`src/rtl/srom_pkg.sv`:
```
package srom_pkg;
  localparam int SROM_ADDR_W = 8;
  localparam int SROM_COL_W  = 3;
  localparam int SROM_WORD_W = 10;

  // table content before truncation to the word width
  function automatic logic [31:0] srom_cell(input int unsigned a);
    logic [31:0] m;
    logic [31:0] s;
    m = a * 32'd93 + 32'd321;
    s = a << 2;
    return m ^ s;
  endfunction
endpackage

```
`src/rtl/srom_tp_cell.sv`:
```
module srom_tp_cell (
  input  logic clk,
  input  logic rst_n,
  input  logic phi1,
  input  logic phi2,
  input  logic d,
  input  logic cap,
  input  logic set,
  output logic m_q,
  output logic s_q,
  output logic s_qn
);
  always_ff @(posedge clk or negedge rst_n) begin
    if (!rst_n) begin
      m_q <= 1'b0;
    end else if (phi1) begin
      if (set)      m_q <= 1'b1;
      else if (cap) m_q <= d;
    end
  end

  always_ff @(posedge clk or negedge rst_n) begin
    if (!rst_n)    s_q <= 1'b0;
    else if (phi2) s_q <= m_q;
  end

  assign s_qn = ~s_q;
endmodule

```
`src/rtl/srom_tp_bank.sv`:
```
module srom_tp_bank #(
  parameter int W = 8
) (
  input  logic         clk,
  input  logic         rst_n,
  input  logic         phi1,
  input  logic         phi2,
  input  logic [W-1:0] d,
  input  logic         cap,
  input  logic         set,
  output logic [W-1:0] m_q,
  output logic [W-1:0] s_q,
  output logic [W-1:0] s_qn
);
  for (genvar k = 0; k < W; k++) begin : g_cell
    srom_tp_cell u_cell (
      .clk(clk), .rst_n(rst_n), .phi1(phi1), .phi2(phi2),
      .d(d[k]), .cap(cap), .set(set),
      .m_q(m_q[k]), .s_q(s_q[k]), .s_qn(s_qn[k])
    );
  end
endmodule

```
`src/rtl/srom_addr_sipo.sv`:
```
module srom_addr_sipo #(
  parameter int ADDR_W = srom_pkg::SROM_ADDR_W
) (
  input  logic              clk,
  input  logic              rst_n,
  input  logic              phi1,
  input  logic              phi2,
  input  logic              bit_in,
  input  logic              shift_en,
  input  logic              strobe,
  input  logic              preset,
  output logic [ADDR_W-1:0] sh_q,
  output logic [ADDR_W-1:0] sh_m,
  output logic [ADDR_W-1:0] hold_q,
  output logic              strobe_m
);
  logic [ADDR_W-1:0] sh_d;
  logic [ADDR_W-1:0] sh_qn;
  logic [ADDR_W-1:0] hold_m;
  logic [ADDR_W-1:0] hold_qn;
  logic              strobe_q;
  logic              strobe_qn;

  // new bit enters at the top stage and moves toward stage 0
  always_comb begin
    sh_d[ADDR_W-1] = bit_in;
    for (int k = 0; k < ADDR_W - 1; k++) sh_d[k] = sh_q[k+1];
  end

  srom_tp_bank #(.W(ADDR_W)) u_shift (
    .clk(clk), .rst_n(rst_n), .phi1(phi1), .phi2(phi2),
    .d(sh_d), .cap(shift_en), .set(preset),
    .m_q(sh_m), .s_q(sh_q), .s_qn(sh_qn)
  );

  srom_tp_bank #(.W(ADDR_W)) u_hold (
    .clk(clk), .rst_n(rst_n), .phi1(phi1), .phi2(phi2),
    .d(sh_q), .cap(strobe), .set(1'b0),
    .m_q(hold_m), .s_q(hold_q), .s_qn(hold_qn)
  );

  // strobe event as seen in the master domain
  srom_tp_cell u_strobe (
    .clk(clk), .rst_n(rst_n), .phi1(phi1), .phi2(phi2),
    .d(strobe), .cap(1'b1), .set(1'b0),
    .m_q(strobe_m), .s_q(strobe_q), .s_qn(strobe_qn)
  );
endmodule

```
`src/rtl/srom_matrix.sv`:
```
module srom_matrix #(
  parameter int ADDR_W = srom_pkg::SROM_ADDR_W,
  parameter int COL_W  = srom_pkg::SROM_COL_W,
  parameter int WORD_W = srom_pkg::SROM_WORD_W
) (
  input  logic [ADDR_W-1:0]         addr,
  output logic [WORD_W-1:0]         word,
  output logic [(1<<(ADDR_W-COL_W))-1:0] row_sel,
  output logic [(1<<COL_W)-1:0]     col_sel
);
  localparam int ROW_W  = ADDR_W - COL_W;
  localparam int ROWS   = 1 << ROW_W;
  localparam int COLS   = 1 << COL_W;
  localparam int LINE_W = COLS * WORD_W;

  function automatic logic [LINE_W-1:0] row_bits(input int unsigned r);
    logic [LINE_W-1:0] v;
    logic [31:0]       c;
    v = '0;
    for (int unsigned k = 0; k < COLS; k++) begin
      c = srom_pkg::srom_cell(r * COLS + k);
      v[k*WORD_W +: WORD_W] = c[WORD_W-1:0];
    end
    return v;
  endfunction

  logic [ROW_W-1:0]  row_idx;
  logic [COL_W-1:0]  col_idx;
  logic [LINE_W-1:0] row_line [ROWS];
  logic [LINE_W-1:0] bitline;

  assign row_idx = addr[ADDR_W-1:COL_W];
  assign col_idx = addr[COL_W-1:0];

  always_comb begin
    for (int r = 0; r < ROWS; r++) row_sel[r] = (row_idx == ROW_W'(r));
  end

  always_comb begin
    for (int c = 0; c < COLS; c++) col_sel[c] = (col_idx == COL_W'(c));
  end

  for (genvar r = 0; r < ROWS; r++) begin : g_row
    localparam logic [LINE_W-1:0] ROW_CONST = row_bits(r);
    assign row_line[r] = row_sel[r] ? ROW_CONST : '0;
  end

  always_comb begin
    bitline = '0;
    for (int r = 0; r < ROWS; r++) bitline = bitline | row_line[r];
  end

  always_comb begin
    word = '0;
    for (int c = 0; c < COLS; c++)
      if (col_sel[c]) word = word | bitline[c*WORD_W +: WORD_W];
  end
endmodule

```
`src/rtl/srom_word_piso.sv`:
```
module srom_word_piso #(
  parameter int WORD_W = srom_pkg::SROM_WORD_W
) (
  input  logic              clk,
  input  logic              rst_n,
  input  logic              phi1,
  input  logic              phi2,
  input  logic              load,
  input  logic              preset,
  input  logic [WORD_W-1:0] word_in,
  output logic              bit_out,
  output logic              bit_out_n,
  output logic              valid,
  output logic              load_m,
  output logic [WORD_W-1:0] out_q,
  output logic [$clog2(WORD_W+1)-1:0] cnt_q
);
  localparam int CNT_W = $clog2(WORD_W + 1);

  logic              eff_load;
  logic              busy;
  logic [WORD_W-1:0] sh_d;
  logic [WORD_W-1:0] out_m;
  logic [WORD_W-1:0] out_qn;
  logic [CNT_W-1:0]  cnt_d;
  logic [CNT_W-1:0]  cnt_m;
  logic [CNT_W-1:0]  cnt_qn;
  logic              load_q;
  logic              load_qn;

  assign eff_load = load & ~preset;
  assign busy     = (cnt_q != '0);

  always_comb begin
    for (int k = 0; k < WORD_W; k++) begin
      if (eff_load)            sh_d[k] = word_in[k];
      else if (k == WORD_W - 1) sh_d[k] = 1'b0;
      else                     sh_d[k] = out_q[k+1];
    end
  end

  assign cnt_d = eff_load ? CNT_W'(WORD_W) : cnt_q - CNT_W'(1);

  srom_tp_bank #(.W(WORD_W)) u_data (
    .clk(clk), .rst_n(rst_n), .phi1(phi1), .phi2(phi2),
    .d(sh_d), .cap(eff_load | busy), .set(preset),
    .m_q(out_m), .s_q(out_q), .s_qn(out_qn)
  );

  srom_tp_bank #(.W(CNT_W)) u_count (
    .clk(clk), .rst_n(rst_n), .phi1(phi1), .phi2(phi2),
    .d(cnt_d), .cap(eff_load | busy), .set(1'b0),
    .m_q(cnt_m), .s_q(cnt_q), .s_qn(cnt_qn)
  );

  srom_tp_cell u_load (
    .clk(clk), .rst_n(rst_n), .phi1(phi1), .phi2(phi2),
    .d(eff_load), .cap(1'b1), .set(1'b0),
    .m_q(load_m), .s_q(load_q), .s_qn(load_qn)
  );

  assign bit_out   = out_q[0];
  assign bit_out_n = out_qn[0];
  assign valid     = busy;
endmodule

```
`src/rtl/serial_rom.sv`:
```
module serial_rom #(
  parameter int ADDR_W = srom_pkg::SROM_ADDR_W,
  parameter int COL_W  = srom_pkg::SROM_COL_W,
  parameter int WORD_W = srom_pkg::SROM_WORD_W
) (
  input  logic clk,
  input  logic rst_n,
  input  logic phi1,
  input  logic phi2,
  input  logic addr_bit,
  input  logic addr_shift,
  input  logic addr_strobe,
  input  logic word_load,
  input  logic preset,
  output logic ser_out,
  output logic ser_out_n,
  output logic ser_valid
);
  localparam int ROWS  = 1 << (ADDR_W - COL_W);
  localparam int COLS  = 1 << COL_W;
  localparam int CNT_W = $clog2(WORD_W + 1);

  // named internal events for the checker
  logic [ADDR_W-1:0] addr_sh_q;
  logic [ADDR_W-1:0] addr_sh_m;
  logic [ADDR_W-1:0] addr_hold;
  logic              strobe_evt;
  logic [WORD_W-1:0] sel_word;
  logic [ROWS-1:0]   row_sel;
  logic [COLS-1:0]   col_sel;
  logic              load_evt;
  logic [WORD_W-1:0] out_reg;
  logic [CNT_W-1:0]  bit_cnt;

  srom_addr_sipo #(.ADDR_W(ADDR_W)) u_addr (
    .clk(clk), .rst_n(rst_n), .phi1(phi1), .phi2(phi2),
    .bit_in(addr_bit), .shift_en(addr_shift), .strobe(addr_strobe),
    .preset(preset), .sh_q(addr_sh_q), .sh_m(addr_sh_m),
    .hold_q(addr_hold), .strobe_m(strobe_evt)
  );

  srom_matrix #(.ADDR_W(ADDR_W), .COL_W(COL_W), .WORD_W(WORD_W)) u_matrix (
    .addr(addr_hold), .word(sel_word), .row_sel(row_sel), .col_sel(col_sel)
  );

  srom_word_piso #(.WORD_W(WORD_W)) u_out (
    .clk(clk), .rst_n(rst_n), .phi1(phi1), .phi2(phi2),
    .load(word_load), .preset(preset), .word_in(sel_word),
    .bit_out(ser_out), .bit_out_n(ser_out_n), .valid(ser_valid),
    .load_m(load_evt), .out_q(out_reg), .cnt_q(bit_cnt)
  );
endmodule

```
`config.mk`:
```
export PLATFORM = sky130hd
export DESIGN_NAME = serial_rom
export DESIGN_NICKNAME = d
export VERILOG_FILES = /design/src/rtl/srom_pkg.sv /design/src/rtl/srom_tp_cell.sv /design/src/rtl/srom_tp_bank.sv /design/src/rtl/srom_addr_sipo.sv /design/src/rtl/srom_matrix.sv /design/src/rtl/srom_word_piso.sv /design/src/rtl/serial_rom.sv
export SDC_FILE = /design/constraint.sdc
export NUM_CORES = 1
export LEC_CHECK = 0
export BUFFER_PORTS_ARGS = -buffer_cell sky130_fd_sc_hd__buf_2
export CAP_MARGIN = 20
export CORE_ASPECT_RATIO = 1.4
export CORE_MARGIN = 2
export CORE_UTILIZATION = 30
export DETAILED_ROUTE_END_ITERATION = 16
export HOLD_SLACK_MARGIN = 0.06
export PLACE_DENSITY = 0.54
export SKIP_CTS_REPAIR_TIMING = 1
export SYNTH_ARGS = -nofsm -noshare
export SYNTH_HDL_FRONTEND = slang
export SYNTH_SLANG_ARGS = --single-unit
```
`constraint.sdc`:
```
create_clock -name clk -period 3.8 [get_ports clk]
set_input_delay 0.19 -clock clk [delete_from_list [all_inputs] [get_ports clk]]
set_output_delay 0.19 -clock clk [all_outputs]
set_load 0.05 [all_outputs]
```
==> impl_metrics.ini <==
[status]
status = finished, final reports clean

[min_path]
hold_path_end = u_addr.u_shift.g_cell[7].u_cell.m_q$_DFFE_PN0P_
min_from = addr_bit
min_path_cells = 3
hp-class = input port to register

[floorplanning]
start_util_pct = 30.7
die_area_um2 = 13500
die_w_um = 98.8
die_h_um = 137
core-area_um2 = 12300
rows = 48
io_pins = 12

[setup_path]
crit_path_end_kind = register
reg2reg_slack_ns = 1.42
r2r-start = u_addr.u_hold.g_cell[6].u_cell.s_q$_DFFE_PN0P_
critical_path_arrival_ns = 2.57
reg2reg_to = u_out.u_data.g_cell[8].u_cell.m_q$_DFFE_PN0P_
crit_type = register to register
r2r_cells = 7
path_max_fanout = 31
cp-start-kind = register
cp.required_ns = 3.99

[clock_network]
clk_root_buffer_cell = clkbuf_16
cts_buffers = 9
clk_path_buf_depth = 2
cts_tree = built
cts_sinks = 60
htreeDepth = 3
path_clk_slew_ns = 0.05
insertion_delay_ns = 0.32

[cells_and_area]
nets = 432
final_common_cell = dfrtp_1
mostFrequentLayoutCells = dfrtp_1, nand2_1, o21ai_0
final_util_pct = 34.2
insertedDiodeCount = 0
syn_to_final_growth_pct = 11.7
layout-drive-gt1-share_pct = 16.2

[global_routing]
gr-total-overflow = 0
grt_pass1_vias = 3240
grt_max_degree = 41
grt_usage_pct = 15.6
antenna_found_initial = 0
grt_pass1_wl_mm = 16.7

[sta]
finalSetupViolCount = 0
rsz0062_at_grt = false
tightest_slew_ns = 0.942
setup-tns-final_ns = 0
fmax_mhz = 421
period_share_pct = 62.5
fin_crit_ns = 2.38
finClkSkew_ns = 0.00576
final_max_slew_viol_count = 0
relSlewSlack_pct = 36.6
hold_violations = 0

[drt]
routed_wl_mm = 10.1
drt_iter0_drc = 299
drc = 0
drtAntennaViolNets = 0
drt_first_pass_iters = 6
vias_per_cell = 5.73
routedWlPerCell_um = 17.6
via_count = 3293

[placement]
port_buffers = 11
hpwl_mm = 6.79
place.gp.congestion = 0.887

[synthesis]
syn-num-nets = 436
synth-edff-count = 0
ys_warn_count = 0
yosys_most_used_dff = dfrtp_1
avgSynthCellArea_um2 = 8.88
yosysSeqAreaShare_pct = 39.8
syn-instance-count = 425
synth_seq_cells = 60
synth_area_um2 = 3780
async_reset_ff_share_pct = 100
synth_cell_types = 63

[pwr]
ir_drop_uv = 361
power_leakage_nw = 1.53
power_per_cell_area_nw_per_um2 = 549

[run]
drv_cap = 0
## cell usage after synthesis, drive strengths merged (2+ instances only)
cell / instances / area share [%]
dfrtp: 60 / 40
nand2: 45 / 4.5
o21ai: 42 / 5.7
nor2: 34 / 3.4
mux2: 28 / 8.3
a21oi: 27 / 3.7
buf: 23 / 3.3
o22a: 18 / 4.2
nand2b: 14 / 2.4
inv: 11 / 1.1
clkbuf: 10 / 0.99
o22ai: 10 / 1.7
a31oi: 9 / 1.5
nor2b: 9 / 1.5
nor3: 7 / 0.93
nand3: 6 / 0.80
xnor2: 6 / 1.4
a221oi: 5 / 1.2
a21o: 4 / 0.80
a32oi: 4 / 1.1
nor4: 4 / 0.66
o211ai: 3 / 0.60
o31ai: 3 / 0.60
or2: 3 / 0.56
a211oi: 2 / 0.40
a2bb2oi: 2 / 0.46
and2: 2 / 0.33
ha: 2 / 0.66
nand3b: 2 / 0.40
nand4bb: 2 / 0.60
nor3b: 2 / 0.40
o2111ai: 2 / 0.46
o311ai: 2 / 0.46
o32ai: 2 / 0.46
o41ai: 2 / 0.66
or3: 2 / 0.33
xor2: 2 / 0.46
## logic make-up (layout without fill, tap and decap cells)
logic type / after synthesis / count (layout) / synth area share [%]
compound gates: 147 / 147 / 26.2
simple gates: 134 / 134 / 17.3
flops: 60 / 60 / 39.8
buf+inv: 44 / 44 / 5.37
mux: 29 / 29 / 8.61
xor+xnor: 8 / 8 / 1.86
fa+ha+maj: 3 / 3 / 0.928
## cell type report
| cell class | count | area [µm²] |
|---|---|---|
| flip-flops and latches | 60 | 1500 |
| well taps | 150 | 188 |
| clock inverters | 1 | 30.0 |
| fillers | 1234 | 8100 |
| repair buffers | 18 | 110 |
| multi-input cells | 321 | 2070 |
| inverters | 11 | 41.3 |
| clock buffers | 14 | 274 |
## sequential cells by signal (all words and copies together) (netlist names)
name	count
u_addr.u_hold.g_cell.u_cell.s_q	8
u_out.u_count.g_cell.u_cell.m_q	4
u_addr.u_shift.g_cell.u_cell.m_q	8
u_out.u_data.g_cell.u_cell.m_q	10
u_out.u_data.g_cell.u_cell.s_q	10
u_addr.u_shift.g_cell.u_cell.s_q	8
u_addr.u_hold.g_cell.u_cell.m_q	8
u_out.u_count.g_cell.u_cell.s_q	4
## worst max path at each step
stage / start / to / slack (ns) / cells past startpoint
after floorplan: u_out.u_count.g_cell[0].u_cell.s_q$_DFFE_PN0P_ / u_out.u_data.g_cell[9].u_cell.m_q$_DFFE_PN0P_ / 1.74 / 7
after global placement: u_addr.u_hold.g_cell[6].u_cell.s_q$_DFFE_PN0P_ / u_out.u_data.g_cell[8].u_cell.m_q$_DFFE_PN0P_ / 1.49 / 7
after detailed placement: u_addr.u_hold.g_cell[6].u_cell.s_q$_DFFE_PN0P_ / u_out.u_data.g_cell[8].u_cell.m_q$_DFFE_PN0P_ / 1.50 / 7
after CTS: u_addr.u_hold.g_cell[4].u_cell.s_q$_DFFE_PN0P_ / u_out.u_data.g_cell[7].u_cell.m_q$_DFFE_PN0P_ / 1.48 / 7
after global routing: u_addr.u_hold.g_cell[4].u_cell.s_q$_DFFE_PN0P_ / u_out.u_data.g_cell[7].u_cell.m_q$_DFFE_PN0P_ / 1.26 / 7
final: u_addr.u_hold.g_cell[6].u_cell.s_q$_DFFE_PN0P_ / u_out.u_data.g_cell[8].u_cell.m_q$_DFFE_PN0P_ / 1.42 / 7
## routing by layer
layer	wire (µm)	vias to the layer above	part of all wire (%)	global-route usage (%)
met4	456	0	4.5	10.8
met1	4290	1592	42	19.3
li1	-	1551	-	-
met2	4900	121	49	24.7
met5	0	-	0	0
met3	453	29	4.5	2.55
## stage by stage
stage	cells	instance area [µm²]	setup slack [ns]	hold slack (ns)	power, mW
5_1_grt	575	4220	1.26	0.211	2.45
6_report	575	4220	1.42	0.205	2.31
3_3_place_gp	559	3900	1.49	0.215	1.49
3_5_place_dp	559	3900	1.50	0.214	1.50
4_1_cts	574	4210	1.48	-0.135	2.33
2_1_floorplan	425	3780	1.74	-0.106	1.34
## power breakdown
part           total, mW  internal, mW  switching, mW
Clock              0.818         0.557          0.261
Combinational      0.607         0.250          0.357
Sequential         0.890         0.760          0.130
## worst max-delay path, cell delays in order, from the launching register on
cell and delay (ns):
dfrtp_1 0.92, buf_4 0.31, nand2b_1 0.22, a2bb2oi_1 0.13, nor2_1 0.14, nor3_1 0.06
nor4_1 0.34, a21oi_1 0.12
No activity file was read; power rests on OpenSTA's default activity.
